<file path="config.mk">
export PLATFORM = sky130hd
export DESIGN_NAME = sar_serial_reader
export DESIGN_NICKNAME = d
export VERILOG_FILES = /design/src/rtl/sar_rd_pkg.sv /design/src/rtl/sar_sclk_div.sv /design/src/rtl/sar_seq_ctl.sv /design/src/rtl/sar_frame_cap.sv /design/src/rtl/sar_serial_reader.sv
export SDC_FILE = /design/constraint.sdc
export NUM_CORES = 1
export LEC_CHECK = 0
export ABC_CLOCK_PERIOD_IN_PS = 5150
export BUFFER_PORTS_ARGS = -buffer_cell sky130_fd_sc_hd__buf_2
export CAP_MARGIN = 20
export CORE_MARGIN = 4
export CORE_UTILIZATION = 50
export DETAILED_ROUTE_END_ITERATION = 8
export HOLD_SLACK_MARGIN = 0.05
export PLACE_DENSITY = 0.73
export SLEW_MARGIN = 30
export SYNTH_ARGS = -nofsm -noshare
export SYNTH_HDL_FRONTEND = slang
export SYNTH_SLANG_ARGS = --single-unit
</file>
<file path="constraint.sdc">
create_clock -name clk -period 5.15 [get_ports clk]
set_clock_uncertainty 0.15 [all_clocks]
set_input_delay 1.2875 -clock clk [delete_from_list [all_inputs] [get_ports clk]]
set_output_delay 1.2875 -clock clk [all_outputs]
set_load 0.05 [all_outputs]
</file>
<file path="src/rtl/sar_rd_pkg.sv">
package sar_rd_pkg;
  typedef enum logic [2:0] {
    ST_IDLE  = 3'd0,
    ST_WAKE  = 3'd1,
    ST_SETUP = 3'd2,
    ST_SHIFT = 3'd3,
    ST_DONE  = 3'd4
  } seq_state_t;
endpackage

</file>
<file path="src/rtl/sar_sclk_div.sv">
module sar_sclk_div #(
  parameter int SCLK_HALF = 8
) (
  input  logic clk,
  input  logic rst_n,
  input  logic run_i,
  output logic tick_o
);
  localparam int CW = (SCLK_HALF > 1) ? $clog2(SCLK_HALF) : 1;
  localparam logic [CW-1:0] LAST = CW'(SCLK_HALF - 1);

  logic [CW-1:0] cnt_q;

  always_ff @(posedge clk or negedge rst_n) begin
    if (!rst_n)            cnt_q <= '0;
    else if (!run_i)       cnt_q <= '0;
    else if (cnt_q == LAST) cnt_q <= '0;
    else                   cnt_q <= cnt_q + 1'b1;
  end

  assign tick_o = run_i && (cnt_q == LAST);
endmodule

</file>
<file path="src/rtl/sar_seq_ctl.sv">
module sar_seq_ctl
  import sar_rd_pkg::*;
#(
  parameter int WAKE_CYCLES  = 200,
  parameter int SETUP_CYCLES = 4,
  parameter int FRAME_BITS   = 16
) (
  input  logic clk,
  input  logic rst_n,
  input  logic start_i,
  input  logic ready_i,
  input  logic tick_i,
  output logic cs_n_o,
  output logic sclk_o,
  output logic div_run_o,
  output logic clear_o,
  output logic shift_o,
  output logic last_o,
  output logic busy_o,
  output logic valid_o
);
  localparam int WAIT_MAX = (WAKE_CYCLES > SETUP_CYCLES) ? WAKE_CYCLES : SETUP_CYCLES;
  localparam int CW = $clog2(WAIT_MAX + 1);
  localparam int BW = $clog2(FRAME_BITS + 1);
  localparam logic [CW-1:0] WAKE_LAST  = CW'(WAKE_CYCLES - 1);
  localparam logic [CW-1:0] SETUP_LAST = CW'(SETUP_CYCLES - 1);
  localparam logic [BW-1:0] BIT_LAST   = BW'(FRAME_BITS - 1);

  seq_state_t st_q, st_d;
  logic [CW-1:0] wcnt_q, wcnt_d;
  logic [BW-1:0] bcnt_q, bcnt_d;
  logic sclk_q, sclk_d;

  always_comb begin
    st_d    = st_q;
    wcnt_d  = wcnt_q;
    bcnt_d  = bcnt_q;
    sclk_d  = sclk_q;
    clear_o = 1'b0;
    shift_o = 1'b0;
    last_o  = 1'b0;
    case (st_q)
      ST_IDLE: begin
        sclk_d = 1'b1;
        if (start_i) begin
          st_d    = ST_WAKE;
          wcnt_d  = '0;
          clear_o = 1'b1;
        end
      end
      ST_WAKE: begin
        if (wcnt_q == WAKE_LAST) begin
          st_d   = ST_SETUP;
          wcnt_d = '0;
        end else begin
          wcnt_d = wcnt_q + 1'b1;
        end
      end
      ST_SETUP: begin
        if (wcnt_q == SETUP_LAST) begin
          st_d   = ST_SHIFT;
          bcnt_d = '0;
        end else begin
          wcnt_d = wcnt_q + 1'b1;
        end
      end
      ST_SHIFT: begin
        if (tick_i) begin
          sclk_d = ~sclk_q;
          if (!sclk_q) begin
            shift_o = 1'b1;
            if (bcnt_q == BIT_LAST) begin
              last_o = 1'b1;
              st_d   = ST_DONE;
            end else begin
              bcnt_d = bcnt_q + 1'b1;
            end
          end
        end
      end
      ST_DONE: begin
        if (ready_i) st_d = ST_IDLE;
      end
      default: st_d = ST_IDLE;
    endcase
  end

  always_ff @(posedge clk or negedge rst_n) begin
    if (!rst_n) begin
      st_q   <= ST_IDLE;
      wcnt_q <= '0;
      bcnt_q <= '0;
      sclk_q <= 1'b1;
    end else begin
      st_q   <= st_d;
      wcnt_q <= wcnt_d;
      bcnt_q <= bcnt_d;
      sclk_q <= sclk_d;
    end
  end

  assign cs_n_o    = (st_q != ST_WAKE);
  assign sclk_o    = sclk_q;
  assign div_run_o = (st_q == ST_SHIFT);
  assign busy_o    = (st_q != ST_IDLE);
  assign valid_o   = (st_q == ST_DONE);
endmodule

</file>
<file path="src/rtl/sar_frame_cap.sv">
module sar_frame_cap #(
  parameter int FRAME_BITS = 16,
  parameter int DATA_BITS  = 12
) (
  input  logic                 clk,
  input  logic                 rst_n,
  input  logic                 clear_i,
  input  logic                 shift_i,
  input  logic                 last_i,
  input  logic                 sdata_i,
  output logic [DATA_BITS-1:0] data_o,
  output logic                 err_o
);
  localparam int LEAD_BITS = FRAME_BITS - DATA_BITS;

  logic [FRAME_BITS-2:0] sr_q;
  logic [FRAME_BITS-1:0] full;
  logic                  lead_bad;

  assign full = {sr_q, sdata_i};

  generate
    if (LEAD_BITS > 0) begin : g_lead
      assign lead_bad = |full[FRAME_BITS-1:DATA_BITS];
    end else begin : g_nolead
      assign lead_bad = 1'b0;
    end
  endgenerate

  always_ff @(posedge clk or negedge rst_n) begin
    if (!rst_n)       sr_q <= '0;
    else if (clear_i) sr_q <= '0;
    else if (shift_i) sr_q <= full[FRAME_BITS-2:0];
  end

  always_ff @(posedge clk or negedge rst_n) begin
    if (!rst_n) begin
      data_o <= '0;
      err_o  <= 1'b0;
    end else if (last_i) begin
      data_o <= full[DATA_BITS-1:0];
      err_o  <= lead_bad;
    end
  end
endmodule

</file>
<file path="src/rtl/sar_serial_reader.sv">
module sar_serial_reader #(
  parameter int CLK_MHZ      = 125,
  parameter int SCLK_HALF    = 8,
  parameter int WAKE_CYCLES  = 200,
  parameter int SETUP_CYCLES = 4,
  parameter int FRAME_BITS   = 16,
  parameter int DATA_BITS    = 12
) (
  input  logic                 clk,
  input  logic                 rst_n,
  input  logic                 start_i,
  output logic                 busy_o,
  output logic [DATA_BITS-1:0] res_data_o,
  output logic                 res_frame_err_o,
  output logic                 res_valid_o,
  input  logic                 res_ready_i,
  output logic                 adc_cs_n_o,
  output logic                 adc_sclk_o,
  input  logic                 adc_sdata_i
);
  localparam int WAKE_NS   = (WAKE_CYCLES * 1000) / CLK_MHZ;
  localparam int SETUP_NS  = (SETUP_CYCLES * 1000) / CLK_MHZ;
  localparam int SCLK_KHZ  = (CLK_MHZ * 1000) / (2 * SCLK_HALF);
  localparam bit PARAMS_OK = (WAKE_NS >= 1400) && (SETUP_NS >= 10) &&
                             (SCLK_KHZ >= 10) && (SCLK_KHZ <= 12000) &&
                             (SCLK_HALF >= 2) && (FRAME_BITS >= 2) &&
                             (DATA_BITS <= FRAME_BITS) && (SETUP_CYCLES >= 1);

  generate
    if (!PARAMS_OK) begin : g_bad_params
      $error("sar_serial_reader: timing parameters violate converter limits");
    end
  endgenerate

  logic tick, div_run, clear, shift, last;

  sar_sclk_div #(.SCLK_HALF(SCLK_HALF)) u_div (
    .clk    (clk),
    .rst_n  (rst_n),
    .run_i  (div_run),
    .tick_o (tick)
  );

  sar_seq_ctl #(
    .WAKE_CYCLES  (WAKE_CYCLES),
    .SETUP_CYCLES (SETUP_CYCLES),
    .FRAME_BITS   (FRAME_BITS)
  ) u_seq (
    .clk       (clk),
    .rst_n     (rst_n),
    .start_i   (start_i),
    .ready_i   (res_ready_i),
    .tick_i    (tick),
    .cs_n_o    (adc_cs_n_o),
    .sclk_o    (adc_sclk_o),
    .div_run_o (div_run),
    .clear_o   (clear),
    .shift_o   (shift),
    .last_o    (last),
    .busy_o    (busy_o),
    .valid_o   (res_valid_o)
  );

  sar_frame_cap #(
    .FRAME_BITS (FRAME_BITS),
    .DATA_BITS  (DATA_BITS)
  ) u_cap (
    .clk     (clk),
    .rst_n   (rst_n),
    .clear_i (clear),
    .shift_i (shift),
    .last_i  (last),
    .sdata_i (adc_sdata_i),
    .data_o  (res_data_o),
    .err_o   (res_frame_err_o)
  );
endmodule

</file>
==> reports/results.tsv, run 1 <==
stage	metric	value	unit
status	status	finished clean	
drt	via count	1640	
pwr	Pleak	1.21	nW
synth	Mapped Cells	220	
cts	H-tree depth	2	
sta	RSZ-0062 raised after global routing	no	
pwr	maximum vdd drop	0.000240	V
grt	GRT Total Usage	16.6	%
place	hpwl dp	2860	µm
cts	setup bufs post-CTS	0	
drt	DRC	0	
die	Die H	75.7	µm
cts	clock latency on the worst-skew pair	0.30	ns
die	Core Box Area	4380	µm²
sta	Final Hold Viols	0	
synth	synth warn	0	
drt	initial drt markers	150	
die	die span in x	75.7	µm
synth	Yosys cell types	44	
synth	Post-synth EDFFs	0	
sta	max frequency	0.332	GHz
cells_and_area	Synth-to-Final Area Change	10.8	%
hold_path	Worst Hold Depth	1	
worst_setup_path	crit-path max FO	18	
worst_setup_path	critical-path cell list	or3_1, buf_2	
sta	Sum Neg Setup Slack	0	ns
drt	post-route ant nets	0	
synth	Mean Syn Cell Area	10.4	µm²
worst_setup_path	required time worst endpoint	3.71	ns
cts	Resized cells post-CTS	0	
sta	Setup-failing EPs final	0	
drt	WL final	4320	µm
grt	largest net degree at the start of global routing	49	
pwr	pwr dens	338	nW/µm²
place	gpl congestion	0.790	
worst_setup_path	R2R depth	5	
synth	ys async rst share	100	%
drt	vias per std cell	5.67	
worst_setup_path	Worst Setup End Kind	output port	
cts	clock sink count	48	
synth	Post-Synthesis Cell Area	2290	µm²
die	row count	24	
cts	clock buffer depth	2	
synth	Post-synth top flop	dfrtp_1	
grt	antenna violations before repair	0	
cts	CTS buffer count	5	
sta	period utilization	58.5	%
worst_setup_path	CP arrival	1.58	ns
cells_and_area	final net count	247	
synth	Synth Register Bits	48	
worst_setup_path	slowest stage delay, CP	0.57	ns
worst_setup_path	CP max-delay cell	dfrtp_1	
worst_setup_path	CP bufs+invs	1	
sta	PnR worst setup slack	2.14	ns
worst_setup_path	Startpoint Class	flip-flop	
cells_and_area	layout cells sized above 1	20.3	%
grt	first-pass GRT wire length	7070	µm
sta	Rel. slew slack	39.8	%
cts	CTS tree	yes	
die	die area	5720	µm²
run	Max Cap Violations	0	
synth	syn_nets	230	
place	# port buffers	21	
die	I/O pin count	22	
worst_setup_path	CP delay by family, top	flip-flops	
cts	root buf cell	clkbuf_8	
drt	WL/cell	14.9	µm
worst_setup_path	crit path kind	reg2out	
worst_setup_path	critical path depth	2	
grt	vias in the first global route	1520	
grt	total gr overflow	0	
die	Starting Density	52.2	%
place	DP Worst Slack	2.26	ns
sta	Tmin final	3.01	ns
cells_and_area	Antenna Cells	0	
hold_path	worst min path class	reg2reg	
synth	Seq/Total Area, Yosys	52.5	%
drt	drt pass-1 iters	4	
sta	measured slew at the worst slew-check pin	0.899	ns
cts	hold_buf cts	0	
sta	final max-slew violation count	0	
cts	clk slew on worst S/H paths	0.08	ns
-- per-stage QoR --
step	util, %	total power [mW]	cell area, µm²	instances	hold WS (ns)
floorplan	-	0.523	2290	220	0.265
global placement	54.8	0.547	2400	282	0.284
detailed placement	54.9	0.550	2410	282	0.305
CTS	57.8	0.866	2530	289	0.318
global route	57.8	0.898	2530	289	0.328
finish	57.8	0.857	2530	289	0.316
-- state kept, by name (all words and copies together), names as in the netlist --
name          count
u_div.cnt_q       3
u_cap.sr_q       15
u_seq.sclk_o      1
u_seq.st_q        3
u_seq.bcnt_q      5
u_cap.data_o     12
u_cap.err_o       1
u_seq.wcnt_q      8
-- layer usage --
metal	vias up	routed length (µm)	global-route usage (%)	part of all wire, %
li1	816	-	-	-
met5	-	0	0	0
met2	29	2100	25.1	48
met3	8	148	4.09	3.4
met1	787	1990	22.8	46
met4	0	82	6.99	1.9
-- cells in the final DEF, fill, tap and decap left out, drive strengths merged, types with 3 or more instances in the layout --
master and n:
nor3b 3, a21oi 20, buf 21, inv 3, nor4 5, dfrtp 47
xnor2 5, nand2b 5, o31ai 3, clkbuf 5, and2 3, mux2 13
or3 3, nand2 38, nor4b 3, nand4 3, nor2 12, ha 5
o21ai 5, a21o 3, nor3 5
-- final timing paths --
check                                 from              end  slack [ns]
setup / recovery             u_seq.st_q[1]           busy_o        2.14
hold / removal              u_div.cnt_q[0]   u_div.cnt_q[0]        0.32
setup reg to reg           u_seq.bcnt_q[0]  u_cap.data_o[1]        2.69
hold reg to reg             u_div.cnt_q[0]   u_div.cnt_q[0]        0.32
max in group asynchronous            rst_n  u_seq.wcnt_q[2]        3.60
min in group asynchronous            rst_n  u_seq.wcnt_q[7]        0.84
-- Yosys cell counts (3+ instances only) --
cell,number,area (µm²)
and2_1,3,18.8
nor3b_1,3,22.5
a21oi_1,20,100
clkbuf_1,8,30.0
nand2_1,38,143
nor4_1,4,25.0
ha_1,5,62.6
o21ai_0,5,25.0
dfrtp_1,47,1180
o31ai_1,3,22.5
xnor2_1,5,43.8
nor3_1,5,25.0
nor2_1,12,45.0
mux2_2,13,146
inv_1,3,11.3
nand2b_1,5,31.3
nand4_1,3,18.8
-- cell families after synthesis --
family / synth area share, %
DFF: 52.5
buffers and inverters: 3.01
adders and majority gates: 2.73
xor gates and xnor gates: 1.91
muxes: 6.40
AOI/OAI and AO/OA: 11.7
and+or+nand+nor: 21.7
-- final cells by class --
type                       count  area [µm²]
inverter                       3        11.3
fill                         377        1850
tap                           52        65.1
multi-input combinational    158        1020
sequential                    48        1200
timing repair buffer          21         108
clock inverter                 2        60.1
clock buffer                   5        68.8
-- power breakdown --
part	total (mW)	internal, mW	switching (mW)
Combinational	0.105	0.0462	0.0589
Sequential	0.440	0.403	0.0370
Clock	0.312	0.191	0.121
Total	0.857	0.640	0.217
(Power assumes the default switching activity.)
==> inputs of run 2 (changes only) <==
--- a/config.mk
+++ b/config.mk
@@ -5,14 +5,15 @@
 export SDC_FILE = /design/constraint.sdc
 export NUM_CORES = 1
 export LEC_CHECK = 0
-export ABC_CLOCK_PERIOD_IN_PS = 5150
+export ABC_AREA = 1
+export ABC_CLOCK_PERIOD_IN_PS = 2600
 export BUFFER_PORTS_ARGS = -buffer_cell sky130_fd_sc_hd__buf_2
 export CAP_MARGIN = 20
 export CORE_MARGIN = 4
 export CORE_UTILIZATION = 50
 export DETAILED_ROUTE_END_ITERATION = 8
 export HOLD_SLACK_MARGIN = 0.05
-export PLACE_DENSITY = 0.73
+export PLACE_DENSITY = 0.76
 export SLEW_MARGIN = 30
 export SYNTH_ARGS = -nofsm -noshare
 export SYNTH_HDL_FRONTEND = slang
==> constraint.sdc (replaced) <==
create_clock -name clk -period 2.6 [get_ports clk]
set_clock_uncertainty 0.15 [all_clocks]
set_input_delay 0.65 -clock clk [delete_from_list [all_inputs] [get_ports clk]]
set_output_delay 0.65 -clock clk [all_outputs]
set_load 0.05 [all_outputs]
==> run 2 against run 1 <==
Net effect: wire length is 4.9% higher; area after synthesis rose by 3.4%; die area rose by 3.0%; core utilization rose by 0.99 points; combinational power rose to 6.8 times the previous value; critical path type unchanged.
==> reports/results.tsv, run 2 <==
stage	metric	value	unit	change
status	status	finished clean		
worst_setup_path	Worst Setup End Kind	output port		
pwr	Flop pwr share	42.0	%	-9.3 points
die	Starting Density	52.9	%	+0.68 points
worst_setup_path	crit-path max FO	7		-11
drt	post-route ant nets	0		unchanged
sta	max frequency	0.472	GHz	
cts	root buf cell	clkbuf_8		
worst_setup_path	critical path startpoint	u_seq.st_q[1]		
die	die span in x	76.8	µm	+1.5%
worst_setup_path	Startpoint Class	flip-flop		
grt	total gr overflow	0		unchanged
worst_setup_path	crit path kind	reg2out		
pwr	pwr dens	837	nW/µm²	+150%
cts	setup bufs post-CTS	0		unchanged
cts	H-tree depth	2		unchanged
cts	CTS buffer count	5		unchanged
synth	commonest cells in the netlist	nand2_1 (85), dfrtp_1 (47), nand3_1 (38)		
synth	synth warn	0		unchanged
synth	Yosys cell types	24		-45%
cells_and_area	Antenna Cells	0		unchanged
cells_and_area	layout cells sized above 1	13.7	%	-6.6 points
synth	Synth Register Bits	48		unchanged
worst_setup_path	slowest stage delay, CP	0.45	ns	-0.12 ns
synth	top cells by area, synth	dfrtp_1 (50%), nand2_1 (13%), nand3_1 (8.0%)		
worst_setup_path	critical-path cell list	inv_1, nand3_1, buf_2		
sta	Sum Neg Setup Slack	0	ns	unchanged
cts	CTS tree	yes		
hold_path	worst min path class	in2async		
pwr	internal power	1.34	mW	+110%
cells_and_area	Reg with most FFs	u_cap.sr_q		
cts	clock latency on the worst-skew pair	0.30	ns	about the same
pwr	logic gate share of total power	32.3	%	+20 points
place	placed inst area	2510	µm²	+4.3%
pwr	clock power share	25.7	%	-11 points
pwr	Final Total Pwr	2.20	mW	+160%
cells_and_area	number of flip-flops in the largest register	15		unchanged
cells_and_area	fin cells	374		+29%
drt	initial drt markers	148		-1.3%
drt	vias per std cell	5.16		-9.1%
grt	first-pass GRT wire length	8300	µm	+17%
cells_and_area	final net count	331		+34%
synth	ys async rst share	100	%	unchanged
grt	antenna violations before repair	0		unchanged
synth	Post-synth EDFFs	0		unchanged
worst_setup_path	CP arrival	1.32	ns	-0.26 ns
pwr	switching part of the total	39.3	%	+14 points
pwr	maximum vdd drop	0.000678	V	+180%
cts	clock sink count	48		unchanged
die	row count	24		unchanged
cells_and_area	Largest regs	u_cap.sr_q: 15 flops, u_cap.data_o: 12 flops, u_seq.wcnt_q: 8 flops		
cts	clock buffer depth	2		unchanged
synth	Mapped Cells	296		+35%
place	placed cell count	366		+30%
drt	via count	1929		+18%
sta	Setup-failing EPs final	0		unchanged
cells_and_area	most frequent cells in the layout	nand2_1 (85), dfrtp_1 (47), nand3_1 (38), inv_1 (37), o21ai_1 (25)		
cts	clk slew on worst S/H paths	0.09	ns	about the same
synth	syn_nets	306		+33%
cells_and_area	Finished Cell Area	2630	µm²	+3.8%
cells_and_area	Synth-to-Final Area Change	11.2	%	
drt	drt pass-1 iters	4		unchanged
run	Max Cap Violations	0		unchanged
cells_and_area	utilization after layout	58.8	%	+0.99 points
grt	GRT Total Usage	17.1	%	+0.46 points
worst_setup_path	required time worst endpoint	1.80	ns	-1.91 ns
die	Die H	76.8	µm	+1.5%
sta	RSZ-0062 raised after global routing	no		
worst_setup_path	CP max-delay cell	dfrtp_1		
sta	measured slew at the worst slew-check pin	0.540	ns	-0.359 ns
cells_and_area	most common cell after layout, fill and taps aside	nand2_1		
sta	Tmin final	2.12	ns	
place	gpl congestion	0.854		+8.1%
synth	post-synth top area share	49.7	%	-1.7 points
die	I/O pin count	22		unchanged
place	hpwl dp	3360	µm	+17%
drt	WL final	4530	µm	+4.9%
sta	Rel. slew slack	64.0	%	+24 points
grt	largest net degree at the start of global routing	27		-45%
die	Core Box Area	4470	µm²	+2.1%
sta	period utilization	81.5	%	
cells_and_area	fill count	401		+6.4%
cts	hold_buf cts	0		unchanged
synth	Mean Syn Cell Area	7.99	µm²	-23%
place	# port buffers	21		unchanged
synth	Seq/Total Area, Yosys	50.8	%	-1.7 points
pwr	switching power	0.866	mW	+300%
synth	Post-Synthesis Cell Area	2370	µm²	+3.4%
grt	vias in the first global route	1855		+22%
sta	Final Hold Viols	0		unchanged
worst_setup_path	R2R Path Start	u_div.cnt_q[0]		
die	die area	5900	µm²	+3.0%
pwr	Pleak	1.37	nW	+13%
drt	DRC	0		unchanged
synth	Yosys top cell by area	dfrtp_1		
sta	final max-slew violation count	0		unchanged
synth	leading cell type by number of instances after synthesis	nand2_1		
cts	Resized cells post-CTS	0		unchanged
drt	WL/cell	12.1	µm	-19%
synth	Post-synth top flop	dfrtp_1		
## run 2: metrics by stage
stage / hold slack [ns] / worst slack [ns]
finish: 0.168 / 0.481
global route: 0.199 / 0.339
CTS: 0.188 / 0.474
detailed placement: 0.293 / 0.555
global placement: 0.272 / 0.639
floorplan: 0.204 / 0.265
## run 2: worst max-delay path, delay by kind of cell (launching register included)
kind          cells  cell delay, ns
flops             1            0.45
buf+inv           2            0.41
simple gates      1            0.16
## run 2: per-layer routing
| metal | routed length [µm] | track usage (%) |
|---|---|---|
| met3 | 177 | 3.63 |
| met2 | 2050 | 26.8 |
| met4 | 97 | 6.52 |
| met1 | 2210 | 23.1 |
| met5 | 0 | 0 |
## run 2: layout make-up
class,instances,area [µm²],share of cell area [%]
Clock buffer,6,82.6,3.14
Clock inverter,2,38.8,1.47
Inverter,39,146,5.56
Timing Repair Buffer,24,128,4.85
Tap cell,52,65.1,2.47
Multi-Input combinational cell,203,968,36.8
Sequential cell,48,1200,45.7
## run 2: cell families (layout without fill, tap and decap cells)
group,count (synthesis),in the layout,synth area share (%)
simple gates,158,158,28.8
compound gates,39,39,9.10
fa+ha+maj,5,5,2.64
buf+inv,45,71,8.25
xor+xnor,1,1,0.370
flops,48,48,50.8
## run 2: path summary, 6_finish.rpt
path                                     to  slack, ns  cells after the start
max in group asynchronous     u_cap.sr_q[3]       1.54                      2
min reg2reg                  u_div.cnt_q[0]       0.30                      1
min                        u_cap.data_o[11]       0.17                      1
max reg2reg                 u_cap.data_o[2]       0.54                      7
max                              adc_cs_n_o       0.48                      3
min in group clk             u_div.cnt_q[0]       0.30                      1
## run 2: power groups by stage
| stage | logic (mW) | clock network, mW | registers [mW] |
|---|---|---|---|
| after floorplan | 0.535 | 0 | 0.946 |
| after global placement | 0.700 | 0 | 0.933 |
| after detailed placement | 0.713 | 0 | 0.938 |
| after CTS | 0.717 | 0.581 | 0.923 |
| after global routing | 0.822 | 0.621 | 0.938 |
| final | 0.711 | 0.566 | 0.925 |
==> inputs of run 3 (changes only) <==
--- a/config.mk
+++ b/config.mk
@@ -6,14 +6,14 @@
 export NUM_CORES = 1
 export LEC_CHECK = 0
 export ABC_AREA = 1
-export ABC_CLOCK_PERIOD_IN_PS = 2600
+export ABC_CLOCK_PERIOD_IN_PS = 2170
 export BUFFER_PORTS_ARGS = -buffer_cell sky130_fd_sc_hd__buf_2
 export CAP_MARGIN = 20
 export CORE_MARGIN = 4
 export CORE_UTILIZATION = 50
 export DETAILED_ROUTE_END_ITERATION = 8
 export HOLD_SLACK_MARGIN = 0.05
-export PLACE_DENSITY = 0.76
+export PLACE_DENSITY = 0.73
 export SLEW_MARGIN = 30
 export SYNTH_ARGS = -nofsm -noshare
 export SYNTH_HDL_FRONTEND = slang
==> constraint.sdc (replaced) <==
create_clock -name clk -period 2.17 [get_ports clk]
set_clock_uncertainty 0.15 [all_clocks]
set_input_delay 0.5425 -clock clk [delete_from_list [all_inputs] [get_ports clk]]
set_output_delay 0.5425 -clock clk [all_outputs]
set_load 0.05 [all_outputs]
==> run 3 against run 2 <==
Net effect: clock power up 2%; first-iteration DRC count is 10% lower; highest routed layer unchanged; die area did not move.
==> reports/results.tsv, run 3 (synthesis results as in run 2) <==
stage	metric	value	unit	change
pwr	switching power	1.06	mW	+23%
sta	period utilization	94.0	%	
worst_setup_path	worst reg-to-reg setup slack	0.28	ns	-0.26 ns
sta	max frequency	0.490	GHz	
cts	CTS buffer count	5		unchanged
worst_setup_path	reg2reg end	u_seq.st_q[1]		
cells_and_area	final net count	331		unchanged
cells_and_area	most frequent cells in the layout	nand2_1 (85), dfrtp_1 (47), nand3_1 (38), inv_1 (37), o21ai_1 (25)		
place	hpwl dp	3310	µm	-1.6%
die	Core Box Area	4470	µm²	unchanged
grt	first-pass GRT wire length	8390	µm	+1.1%
worst_setup_path	CP max-delay cell	dfrtp_1		
pwr	pwr dens	972	nW/µm²	+16%
pwr	clock power share	22.7	%	-3.0 points
sta	final max-slew violation count	0		unchanged
worst_setup_path	critical-path cell list	inv_1, nand3_1, buf_2		
place	DP Worst Slack	0.302	ns	-0.252 ns
pwr	internal power	1.49	mW	+11%
place	gpl congestion	0.868		+1.6%
cells_and_area	Antenna Cells	0		unchanged
sta	Final Hold Viols	0		unchanged
pwr	Final Total Pwr	2.55	mW	+16%
cells_and_area	Largest regs	u_cap.sr_q: 15 flops, u_cap.data_o: 12 flops, u_seq.wcnt_q: 8 flops		
die	row count	24		unchanged
grt	antenna violations before repair	0		unchanged
worst_setup_path	Worst Setup End Kind	output port		
pwr	switching part of the total	41.7	%	+2.4 points
die	die area	5900	µm²	unchanged
grt	total gr overflow	0		unchanged
cells_and_area	utilization after layout	58.6	%	-0.17 points
grt	largest net degree at the start of global routing	49		+81%
worst_setup_path	CP bufs+invs	2		unchanged
cts	clock latency on the worst-skew pair	0.31	ns	about the same
worst_setup_path	crit-path max FO	5		-2
worst_setup_path	crit path kind	reg2out		
cells_and_area	Finished Cell Area	2620	µm²	-0.29%
sta	WHS	0.0490	ns	-0.119 ns
sta	Tmin final	2.04	ns	
drt	post-route ant nets	0		unchanged
place	placed inst area	2530	µm²	+0.70%
worst_setup_path	R2R depth	11		+4
status	status	finished clean		
worst_setup_path	CP delay by family, top	flip-flops		
hold_path	worst min path class	in2async		
cells_and_area	number of flip-flops in the largest register	15		unchanged
pwr	logic gate share of total power	33.9	%	+1.6 points
cells_and_area	fin cells	374		unchanged
cells_and_area	Synth-to-Final Area Change	10.9	%	
die	Starting Density	52.9	%	unchanged
grt	GRT Total Usage	17.5	%	+0.47 points
cts	Resized cells post-CTS	0		unchanged
cts	CTS tree	yes		
sta	Sum Neg Setup Slack	0	ns	unchanged
cts	clock sink count	48		unchanged
cts	H-tree depth	2		unchanged
cts	hold_buf cts	0		unchanged
sta	PnR worst setup slack	0.130	ns	-0.352 ns
run	Max Cap Violations	0		unchanged
cells_and_area	most common cell after layout, fill and taps aside	nand2_1		
drt	drt pass-1 iters	4		unchanged
worst_setup_path	R2R Path Start	u_seq.bcnt_q[0]		
worst_setup_path	required time worst endpoint	1.48	ns	-0.32 ns
cells_and_area	layout cells sized above 1	14.0	%	+0.31 points
drt	WL final	4760	µm	+5.1%
place	# port buffers	21		unchanged
worst_setup_path	slowest stage delay, CP	0.44	ns	about the same
drt	DRC	0		unchanged
cts	clock buffer depth	2		unchanged
sta	RSZ-0062 raised after global routing	no		
cts	clk slew on worst S/H paths	0.10	ns	about the same
die	I/O pin count	22		unchanged
worst_setup_path	CP arrival	1.35	ns	+0.03 ns
pwr	Pleak	1.37	nW	-0.19%
drt	initial drt markers	133		-10%
die	Die H	76.8	µm	unchanged
grt	vias in the first global route	1816		-2.1%
drt	via count	1919		-0.52%
pwr	Flop pwr share	43.4	%	+1.4 points
place	placed cell count	366		unchanged
die	die span in x	76.8	µm	unchanged
cts	root buf cell	clkbuf_8		
sta	Setup-failing EPs final	0		unchanged
cts	setup bufs post-CTS	0		unchanged
cells_and_area	Reg with most FFs	u_cap.sr_q		
drt	vias per std cell	5.13		-0.52%
pwr	maximum vdd drop	0.000710	V	+4.7%
sta	measured slew at the worst slew-check pin	0.496	ns	-0.0443 ns
drt	WL/cell	12.7	µm	+5.1%
worst_setup_path	Startpoint Class	flip-flop		
sta	Rel. slew slack	66.8	%	+2.9 points
==> run 3: cell type report <==
cell class | count | area [µm²]
clock buffer | 6 | 82.6
clock inverter | 2 | 13.8
fill | 400 | 1850
inverter | 39 | 146
multi-input combinational | 203 | 973
sequential | 48 | 1200
tap | 52 | 65.1
timing repair buffer | 24 | 140
==> run 3: how the worst max path moves through the flow <==
stage / startpoint / endpoint / slack [ns] / cells past startpoint
after floorplan: u_seq.st_q[2] / u_seq.wcnt_q[1] / 0.35 / 7
after global placement: u_seq.bcnt_q[0] / u_seq.st_q[1] / 0.35 / 11
after detailed placement: u_seq.bcnt_q[0] / u_seq.st_q[1] / 0.30 / 11
after CTS: u_seq.st_q[2] / adc_cs_n_o / 0.13 / 3
after global routing: u_seq.bcnt_q[0] / u_seq.st_q[0] / 0.03 / 11
final: u_seq.st_q[2] / adc_cs_n_o / 0.13 / 3
==> run 3: power by group through the flow <==
stage / Clock [mW] / Combinational (mW) / Sequential [mW]
after floorplan: 0 / 0.641 / 1.14
after global routing: 0.635 / 0.980 / 1.12
after global placement: 0 / 0.848 / 1.12
after CTS: 0.592 / 0.868 / 1.11
final: 0.580 / 0.864 / 1.11
after detailed placement: 0 / 0.862 / 1.13
==> run 3: layer usage <==
metal,global-route usage (%),routed length (µm)
met4,5.43,49
met5,0,0
met3,3.75,149
met1,23.8,2380
met2,28.0,2180
